[config.mk]
export PLATFORM = sky130hd
export DESIGN_NAME = tick_cmp_timer
export DESIGN_NICKNAME = d
export VERILOG_FILES = /design/src/rtl/tct_pkg.sv /design/src/rtl/tct_counter.sv /design/src/rtl/tct_channel.sv /design/src/rtl/tick_cmp_timer.sv
export SDC_FILE = /design/constraint.sdc
export NUM_CORES = 1
export LEC_CHECK = 0
export BUFFER_PORTS_ARGS = -buffer_cell sky130_fd_sc_hd__buf_2
export CAP_MARGIN = 15
export CORE_MARGIN = 8
export CORE_UTILIZATION = 35
export CTS_BUF_LIST = sky130_fd_sc_hd__clkbuf_4
export DETAILED_ROUTE_END_ITERATION = 12
export PLACE_DENSITY = 0.61
export SLEW_MARGIN = 20
export SYNTH_ARGS = -nofsm -noshare
export SYNTH_HDL_FRONTEND = slang
export SYNTH_SLANG_ARGS = --single-unit
[constraint.sdc]
create_clock -name clk -period 3.3 [get_ports clk]
set_clock_uncertainty 0.15 [all_clocks]
set_input_delay 0.825 -clock clk [delete_from_list [all_inputs] [get_ports clk]]
set_output_delay 0.825 -clock clk [all_outputs]
set_load 0.1 [all_outputs]
[src/rtl/tct_pkg.sv]
package tct_pkg;
  localparam int NUM_CH = 2;
  typedef enum logic {
    CH_SOFT = 1'b0,
    CH_HYP  = 1'b1
  } tct_ch_e;
endpackage

[src/rtl/tct_counter.sv]
module tct_counter #(
  parameter int W = 63
) (
  input  logic         clk,
  input  logic         rst_n,
  output logic [W-1:0] count
);
  always_ff @(posedge clk) begin
    if (!rst_n) count <= '0;
    else        count <= count + W'(1);
  end
endmodule

[src/rtl/tct_channel.sv]
module tct_channel #(
  parameter int W         = 63,
  parameter bit HALT_GATE = 1'b0
) (
  input  logic         clk,
  input  logic         rst_n,
  input  logic         wr_en,
  input  logic [W:0]   wr_data,
  input  logic [W-1:0] count,
  input  logic         suspended,
  input  logic         halted,
  output logic [W:0]   cmp_o,
  output logic         strobe_o
);
  logic [W:0] cmp_q;
  logic       armed_q;
  logic       hit;
  logic       gate;

  // armed, enabled and either due or woken by suspension
  assign hit  = armed_q & ~cmp_q[W] & ((count == cmp_q[W-1:0]) | suspended);

  generate
    if (HALT_GATE) begin : g_halt
      assign gate = ~halted;
    end else begin : g_free
      assign gate = 1'b1;
    end
  endgenerate

  always_ff @(posedge clk) begin
    if (!rst_n) begin
      cmp_q    <= {1'b1, {W{1'b0}}};
      armed_q  <= 1'b0;
      strobe_o <= 1'b0;
    end else begin
      strobe_o <= hit & gate;
      if (wr_en) begin
        cmp_q   <= wr_data;
        armed_q <= ~wr_data[W] & (wr_data[W-1:0] > count);
      end else if (hit) begin
        armed_q <= 1'b0;
      end
    end
  end

  assign cmp_o = cmp_q;
endmodule

[src/rtl/tick_cmp_timer.sv]
module tick_cmp_timer
  import tct_pkg::*;
#(
  parameter int COUNT_W = 63,
  localparam int RW = COUNT_W + 1
) (
  input  logic               clk,
  input  logic               rst_n,
  input  logic               wr_en,
  input  logic               wr_sel,
  input  logic [RW-1:0]      wr_data,
  input  logic               rd_sel,
  output logic [RW-1:0]      rd_data,
  input  logic               thr_halted,
  input  logic               thr_suspended,
  output logic [COUNT_W-1:0] count_o,
  output logic               soft_tick_set_o,
  output logic               hyp_pend_set_o
);
  logic [RW-1:0] cmp_w    [NUM_CH];
  logic          strobe_w [NUM_CH];
  logic [RW-1:0] cmp_soft;
  logic [RW-1:0] cmp_hyp;

  tct_counter #(.W(COUNT_W)) u_cnt (
    .clk   (clk),
    .rst_n (rst_n),
    .count (count_o)
  );

  for (genvar i = 0; i < NUM_CH; i++) begin : g_ch
    tct_channel #(
      .W         (COUNT_W),
      .HALT_GATE (i == int'(CH_HYP))
    ) u_ch (
      .clk       (clk),
      .rst_n     (rst_n),
      .wr_en     (wr_en && (wr_sel == 1'(i))),
      .wr_data   (wr_data),
      .count     (count_o),
      .suspended (thr_suspended),
      .halted    (thr_halted),
      .cmp_o     (cmp_w[i]),
      .strobe_o  (strobe_w[i])
    );
  end

  assign cmp_soft        = cmp_w[CH_SOFT];
  assign cmp_hyp         = cmp_w[CH_HYP];
  assign rd_data         = rd_sel ? cmp_hyp : cmp_soft;
  assign soft_tick_set_o = strobe_w[CH_SOFT];
  assign hyp_pend_set_o  = strobe_w[CH_HYP];
endmodule

==> results of run 1 <==
-- cell usage after synthesis, types with 2 or more instances --
cell type / n
buf_2: 5
nand4_1: 31
nand3_1: 27
nand2b_1: 3
nor2_1: 61
nor4_1: 36
nor4_2: 5
a221o_1: 2
o21bai_1: 2
ha_1: 64
nand2_1: 284
and2_1: 11
clkbuf_1: 56
a21o_1: 16
inv_1: 64
dfxtp_1: 195
buf_1: 8
nand3_4: 2
nor3_2: 2
a211oi_1: 4
mux2_2: 64
or3_1: 9
o21ai_0: 13
xor2_1: 126
xnor2_1: 53
a21oi_1: 153
and3_1: 6
and4_1: 11
nor3_1: 9
-- worst reg2reg max path, stage by stage (launching register included) --
cell,delay [ns]
dfxtp_2,0.46
inv_1,0.10
ha_1,0.32
a21oi_1,0.15
a21oi_1,0.09
o31a_1,0.30
a2111oi_1,0.38
buf_4,0.19
o21ai_0,0.08
a221o_1,0.41
a21oi_1,0.18
o21ai_0,0.10
-- area by class of cell --
class,count,share of cell area [%]
multi-input cells,1008,47.2
well taps,396,3.57
repair buffers,238,17.0
flip-flops and latches,195,28.2
clock inverters,15,1.43
diodes,2,0.0361
inverters,64,1.75
clock buffers,17,0.921
-- where the power goes --
part / internal (mW) / switching, mW / leakage, nW / total (mW)
combinational: 0.420 / 0.785 / 4.39 / 1.20
clock: 0.552 / 0.924 / 0.175 / 1.48
sequential: 2.43 / 0.0670 / 1.59 / 2.50
total: 3.40 / 1.78 / 6.16 / 5.18
-- cells by family after synthesis --
kind of cell | synth area share [%]
adder cells (fa/ha/maj) | 7.31
XOR/XNOR | 14.3
multiplexers | 6.58
AO/OA/AOI/OAI | 9.74
buffers and inverters | 4.79
AND/OR/NAND/NOR | 21.6
flip-flops | 35.7
-- path summary, 6_finish.rpt --
check	slack [ns]	start	cells after the start	to
hold / removal	0.22	thr_halted	2	g_ch[1].u_ch.strobe_o
setup reg to reg	0.29	u_cnt.count[2]	11	g_ch[1].u_ch.armed_q
hold reg to reg	0.34	g_ch[1].u_ch.cmp_o[39]	2	g_ch[1].u_ch.cmp_o[39]
setup / recovery	0.29	u_cnt.count[2]	11	g_ch[1].u_ch.armed_q
-- flip-flops by register name, indices dropped and copies added, names as in the netlist --
signal,count
g_ch.u_ch.strobe_o,2
g_ch.u_ch.armed_q,2
u_cnt.count,63
g_ch.u_ch.cmp_o,128
-- what timing repair did --
item / in CTS / in global routing
resized for setup: 0 / 2
endpoints found under the setup margin: 0 / 1
hold buffers: 0 / 0
-- layer usage --
metal	vias to the layer above	track usage (%)	routed length [um]
met3	57	4.86	3340
met1	4781	28.3	17600
met4	4	7.05	1180
met5	-	0	27
li1	4879	-	-
met2	413	34.1	18600
==> impl_metrics.toml, run 1 <==
[placement]
portBuffers = 199
place_worst_setup_slack_ns = -0.117
place_hpwl_mm = 31.3
placedInstanceArea_sq_um = 13500
post-place-cells = 1901
gp_congestion = 0.912

[power]
p_total_mw = 5.18
ir_drop_uv = 195
p_leak_nw = 6.16
power.density_nw_per_um2 = 374

[yosys]
ys_ff_latch = 195
synth_top_area_share_pct = 35.7
synth_area_per_cell_sq_um = 8.18
ys.flop_type = "dfxtp_1"
synthCells = 1338
synth.distinct_cells = 45
synth_top_area_cell = "dfxtp_1"
syn_area_sq_um = 10900
synth_edf_count = 0
synth_seq_area_share_pct = 35.7
syn_nets = 1473
synth.area.top_cells = "dfxtp_1 (36%), xor2_1 (10%), nand2_1 (9.7%), ha_1 (7.3%), a21oi_1 (7.0%)"
async_flop_share_pct = 0
ys.warnings.count = 0

[job]
max-cap-violations = 0

[global_route]
track_usage_pct = 21.4
globalRoute.totalOverflow = 0
grt_pass1_vias = 9889
grt_max_degree = 66
grt_pass1_wl_mm = 60.2
antenna_found_initial = 4

[finish]
stdcell_count = 1935
syn_to_final_growth_pct = 26.6
final_area_sq_um = 13900
mostFrequentLayoutCells = "nand2_1 (283), dfxtp_1 (192), a21oi_1 (153)"
layout_commonest_cell = "nand2_1"
multi_input_area_sq_um = 6540
nNetsFinal = 1659
post-route-util_pct = 45.2
seq_area_sq_um = 3910
nFillCells = 3058
drive_above_1_share_pct = 23.1

[setup_path]
crit_buf_inv = 2
critPathCaptureType = "register"
critical_path.max_stage_delay_ns = 0.46
cp.required_ns = 3.66
cp_common_cell = "a21oi_1"
worstSetupStartpointType = "register"
worstSetupPathType = "register to register"
path_cells = "inv_1 -> ha_1 -> a21oi_1 -> a21oi_1 -> o31a_1 -> a2111oi_1 -> buf_4 -> o21ai_0 -> a221o_1 -> a21oi_1 -> o21ai_0"
path_max_fanout = 8
cp_top_family = "compound AO/OA/AOI/OAI gates"
arrival_ns = 3.37
worst_path_max_delay_cell = "dfxtp_2"

[cts]
cts_made_buffers = 17
cts_sinks = 195
cts-root-buf = "clkbuf_4"
insertion_delay_ns = 0.61
postCtsSetupRepairBufs = 0
clk_pin_slew_ns = 0.17
clockBufferDepth = 2
tritoncts = "done"
cts_htree_levels = 4

[timing]
worstMarginPinSlew_ns = 0.866
slew_headroom_pct = 42.2
setup_slack_ns = 0.286
final_hold_viol_count = 0
rsz0062_at_grt = "no"
setup_violations = 0
period_needed_ns = 3.01
setup_tns_ns = 0
hold_ws_ns = 0.218
finalCritPeriodShare_pct = 91.3
drv_slew = 0
fmax_mhz = 332

[status]
outcome = "completed"

[floorplanning]
die_height_um = 193
fp-row-count = 64
core-area_sq_um = 30700
start_util_pct = 35.7
fp.dieArea_sq_um = 37200
pin_count = 200
die_w_um = 193

[drt]
wl_per_cell_um = 21.0
drtAntennaViolNets = 0
wl_mm = 40.7
remaining_drc_errors = 0
via_per_inst = 5.24
drtIter0Drc = 835
drtPass1Iterations = 5
routed-via-count = 10100

[hold_path]
hold_class = "input pin to register"
Power figures use the tool's default switching activity.
==> run 2, diff against run 1 <==
--- a/config.mk
+++ b/config.mk
@@ -5,6 +5,7 @@
 export SDC_FILE = /design/constraint.sdc
 export NUM_CORES = 1
 export LEC_CHECK = 0
+export ABC_AREA = 1
 export BUFFER_PORTS_ARGS = -buffer_cell sky130_fd_sc_hd__buf_2
 export CAP_MARGIN = 15
 export CORE_MARGIN = 8
==> constraint.sdc (replaced) <==
create_clock -name clk -period 3.1 [get_ports clk]
set_clock_uncertainty 0.15 [all_clocks]
set_input_delay 0.775 -clock clk [delete_from_list [all_inputs] [get_ports clk]]
set_output_delay 0.775 -clock clk [all_outputs]
set_load 0.1 [all_outputs]
==> impl_metrics.toml, run 2 <==
[status]
outcome = "completed"

[floorplanning]
core-area_sq_um = 35200
die_w_um = 204
pin_count = 200
fp-row-count = 69
start_util_pct = 35.1
fp.dieArea_sq_um = 41600
die_height_um = 204

[setup_path]
reg2reg_slack_ns = 0.61
critPathCaptureType = "primary output"
worst_path_max_delay_cell = "buf_12"
reg2reg_from = "u_cnt.count[46]"
reg2reg_depth = 10
cp-endpoint = "rd_data[34]"
path_max_fanout = 58
critical_path.max_stage_delay_ns = 0.28
path_cells = "buf_4 -> buf_12 -> nand2_1 -> o21ai_1 -> buf_12"
crit_start = "rd_sel"
arrival_ns = 1.80
worstSetupPathType = "input pin to primary output"
rr_endpoint = "g_ch[0].u_ch.armed_q"
cp.required_ns = 2.17
cp_common_cell = "buf_12"
worstSetupStartpointType = "input pin"

[finish]
drive_above_1_share_pct = 15.8
stdcell_count = 2630
syn_to_final_growth_pct = 23.8
mostFrequentLayoutCells = "nand2_1 (563), inv_1 (231), nor2_1 (226)"
layout_commonest_cell = "nand2_1"
nFillCells = 3747
largest_reg_flops = 128
nNetsFinal = 2289

[global_route]
globalRoute.totalOverflow = 0
grt_pass1_vias = 12500
grt_max_degree = 122
track_usage_pct = 21.0
grt_pass1_wl_mm = 69.5
antenna_found_initial = 3

[yosys]
synthCells = 1982
syn_nets = 2117
yosysMostFrequentCell = "nand2_1"
synth_edf_count = 0
async_flop_share_pct = 0
synth_commonest_cells = "nand2_1 (564), inv_1 (232), nor2_1 (226)"
synth.area.top_cells = "dfxtp_1 (32%), nand2_1 (17%), o21ai_0 (8.4%), a21oi_1 (7.5%), inv_1 (7.0%)"
ys.warnings.count = 0
synth_top_area_cell = "dfxtp_1"
syn_area_sq_um = 12400
ys.flop_type = "dfxtp_1"
ys_ff_latch = 195
synth_area_per_cell_sq_um = 6.25
synth_top_area_share_pct = 31.5
synth_seq_area_share_pct = 31.5
synth.distinct_cells = 39

[cts]
tritoncts = "done"
cts-resized-gates = 0
postCtsSetupRepairBufs = 0
cts_htree_levels = 4
hold_buffers = 0
insertion_delay_ns = 0.63
cts-root-buf = "clkbuf_4"
clk_pin_slew_ns = 0.16
cts_made_buffers = 17
cts_sinks = 195
clockBufferDepth = 2

[drt]
wl_per_cell_um = 16.7
remaining_drc_errors = 0
routed-via-count = 13000
drtPass1Iterations = 7
drtIter0Drc = 687
wl_mm = 44.0
drtAntennaViolNets = 0
via_per_inst = 4.95

[power]
ir_drop_uv = 197
power.density_nw_per_um2 = 372
p_leak_nw = 6.70

[placement]
post-place-cells = 2596
place_hpwl_mm = 35.6
place_worst_setup_slack_ns = 0.365
gp_congestion = 0.904
portBuffers = 199

[timing]
drv_slew = 0
worstMarginPinSlew_ns = 0.604
final_hold_viol_count = 0
period_needed_ns = 2.73
slew_headroom_pct = 59.5
hold_ws_ns = 0.192
finalCritPeriodShare_pct = 88.0
setup_slack_ns = 0.373
rsz0062_at_grt = "no"
setup_violations = 0
fmax_mhz = 367

[job]
max-cap-violations = 0

[hold_path]
hold_class = "input pin to register"
-- run 2: cell types whose count changed after synthesis, sizes merged, moves of 24 or more --
cell and change:
nand3 +24, xor2 -89, nor4 -37, nor3 +36, nor2 +176, mux2 -63, nand2 +284, inv +181
xnor2 -45, a21oi +33, o21ai +199
-- run 2: final cells by class --
class	count	area (sq um)	area share, %
Tap cell	461	577	3.76
Multi-Input combinational cell	1469	7450	48.6
Antenna cell	2	5.00	0.0326
Sequential cell	195	3900	25.5
Clock buffer	19	143	0.930
Timing Repair Buffer	224	2210	14.4
Inverter	247	930	6.06
Clock inverter	13	111	0.726
-- run 2: stage by stage --
| step | setup TNS (ns) | power [mW] | utilization (%) | instance area [sq um] |
|---|---|---|---|---|
| final | 0 | 5.70 | 43.5 | 15300 |
| after global routing | 0 | 6.00 | 43.5 | 15300 |
| after CTS | 0 | 5.77 | 43.5 | 15300 |
| after detailed placement | 0 | 4.39 | 42.8 | 15100 |
| after global placement | 0 | 4.37 | 42.8 | 15100 |
| after floorplan | -12.73 | 3.82 | - | 12600 |
-- run 2: critical path: cells and delay by family --
family                 cells  cell delay [ns]
AOI/OAI and AO/OA          1             0.15
buffers and inverters      3             0.71
and+or+nand+nor            1             0.09
-- run 2: power by group --
| group | total [mW] | internal [mW] | switching (mW) |
|---|---|---|---|
| logic | 1.62 | 0.542 | 1.08 |
| registers | 2.71 | 2.62 | 0.0863 |
| clock network | 1.37 | 0.414 | 0.961 |
-- run 2: how the worst min path moves through the flow --
| stage | start | end | slack, ns | cells past startpoint |
|---|---|---|---|---|
| after floorplan | g_ch[1].u_ch.cmp_o[11] | g_ch[1].u_ch.cmp_o[11] | 0.31 | 2 |
| after global placement | g_ch[1].u_ch.cmp_o[6] | g_ch[1].u_ch.cmp_o[6] | 0.32 | 2 |
| after detailed placement | g_ch[1].u_ch.cmp_o[8] | g_ch[1].u_ch.cmp_o[8] | 0.33 | 2 |
| after CTS | thr_halted | g_ch[1].u_ch.strobe_o | 0.12 | 2 |
| after global routing | thr_halted | g_ch[1].u_ch.strobe_o | 0.14 | 2 |
| final | thr_halted | g_ch[1].u_ch.strobe_o | 0.19 | 2 |
-- run 2: cells by family after synthesis --
logic type	Yosys count	share of synthesized area, %
fa+ha+maj	64	6.47
flops	195	31.5
mux	1	0.0910
simple gates	954	32.5
buf+inv	318	9.76
compound gates	405	16.5
xor+xnor	45	3.18
-- run 2: routing by layer --
metal	global-route usage [%]	up-vias	share of wire, %
li1	-	6713	-
met1	26.7	5898	45
met2	35.7	359	47
met3	4.18	46	5.9
met4	5.84	4	2.0
met5	0	-	0.050
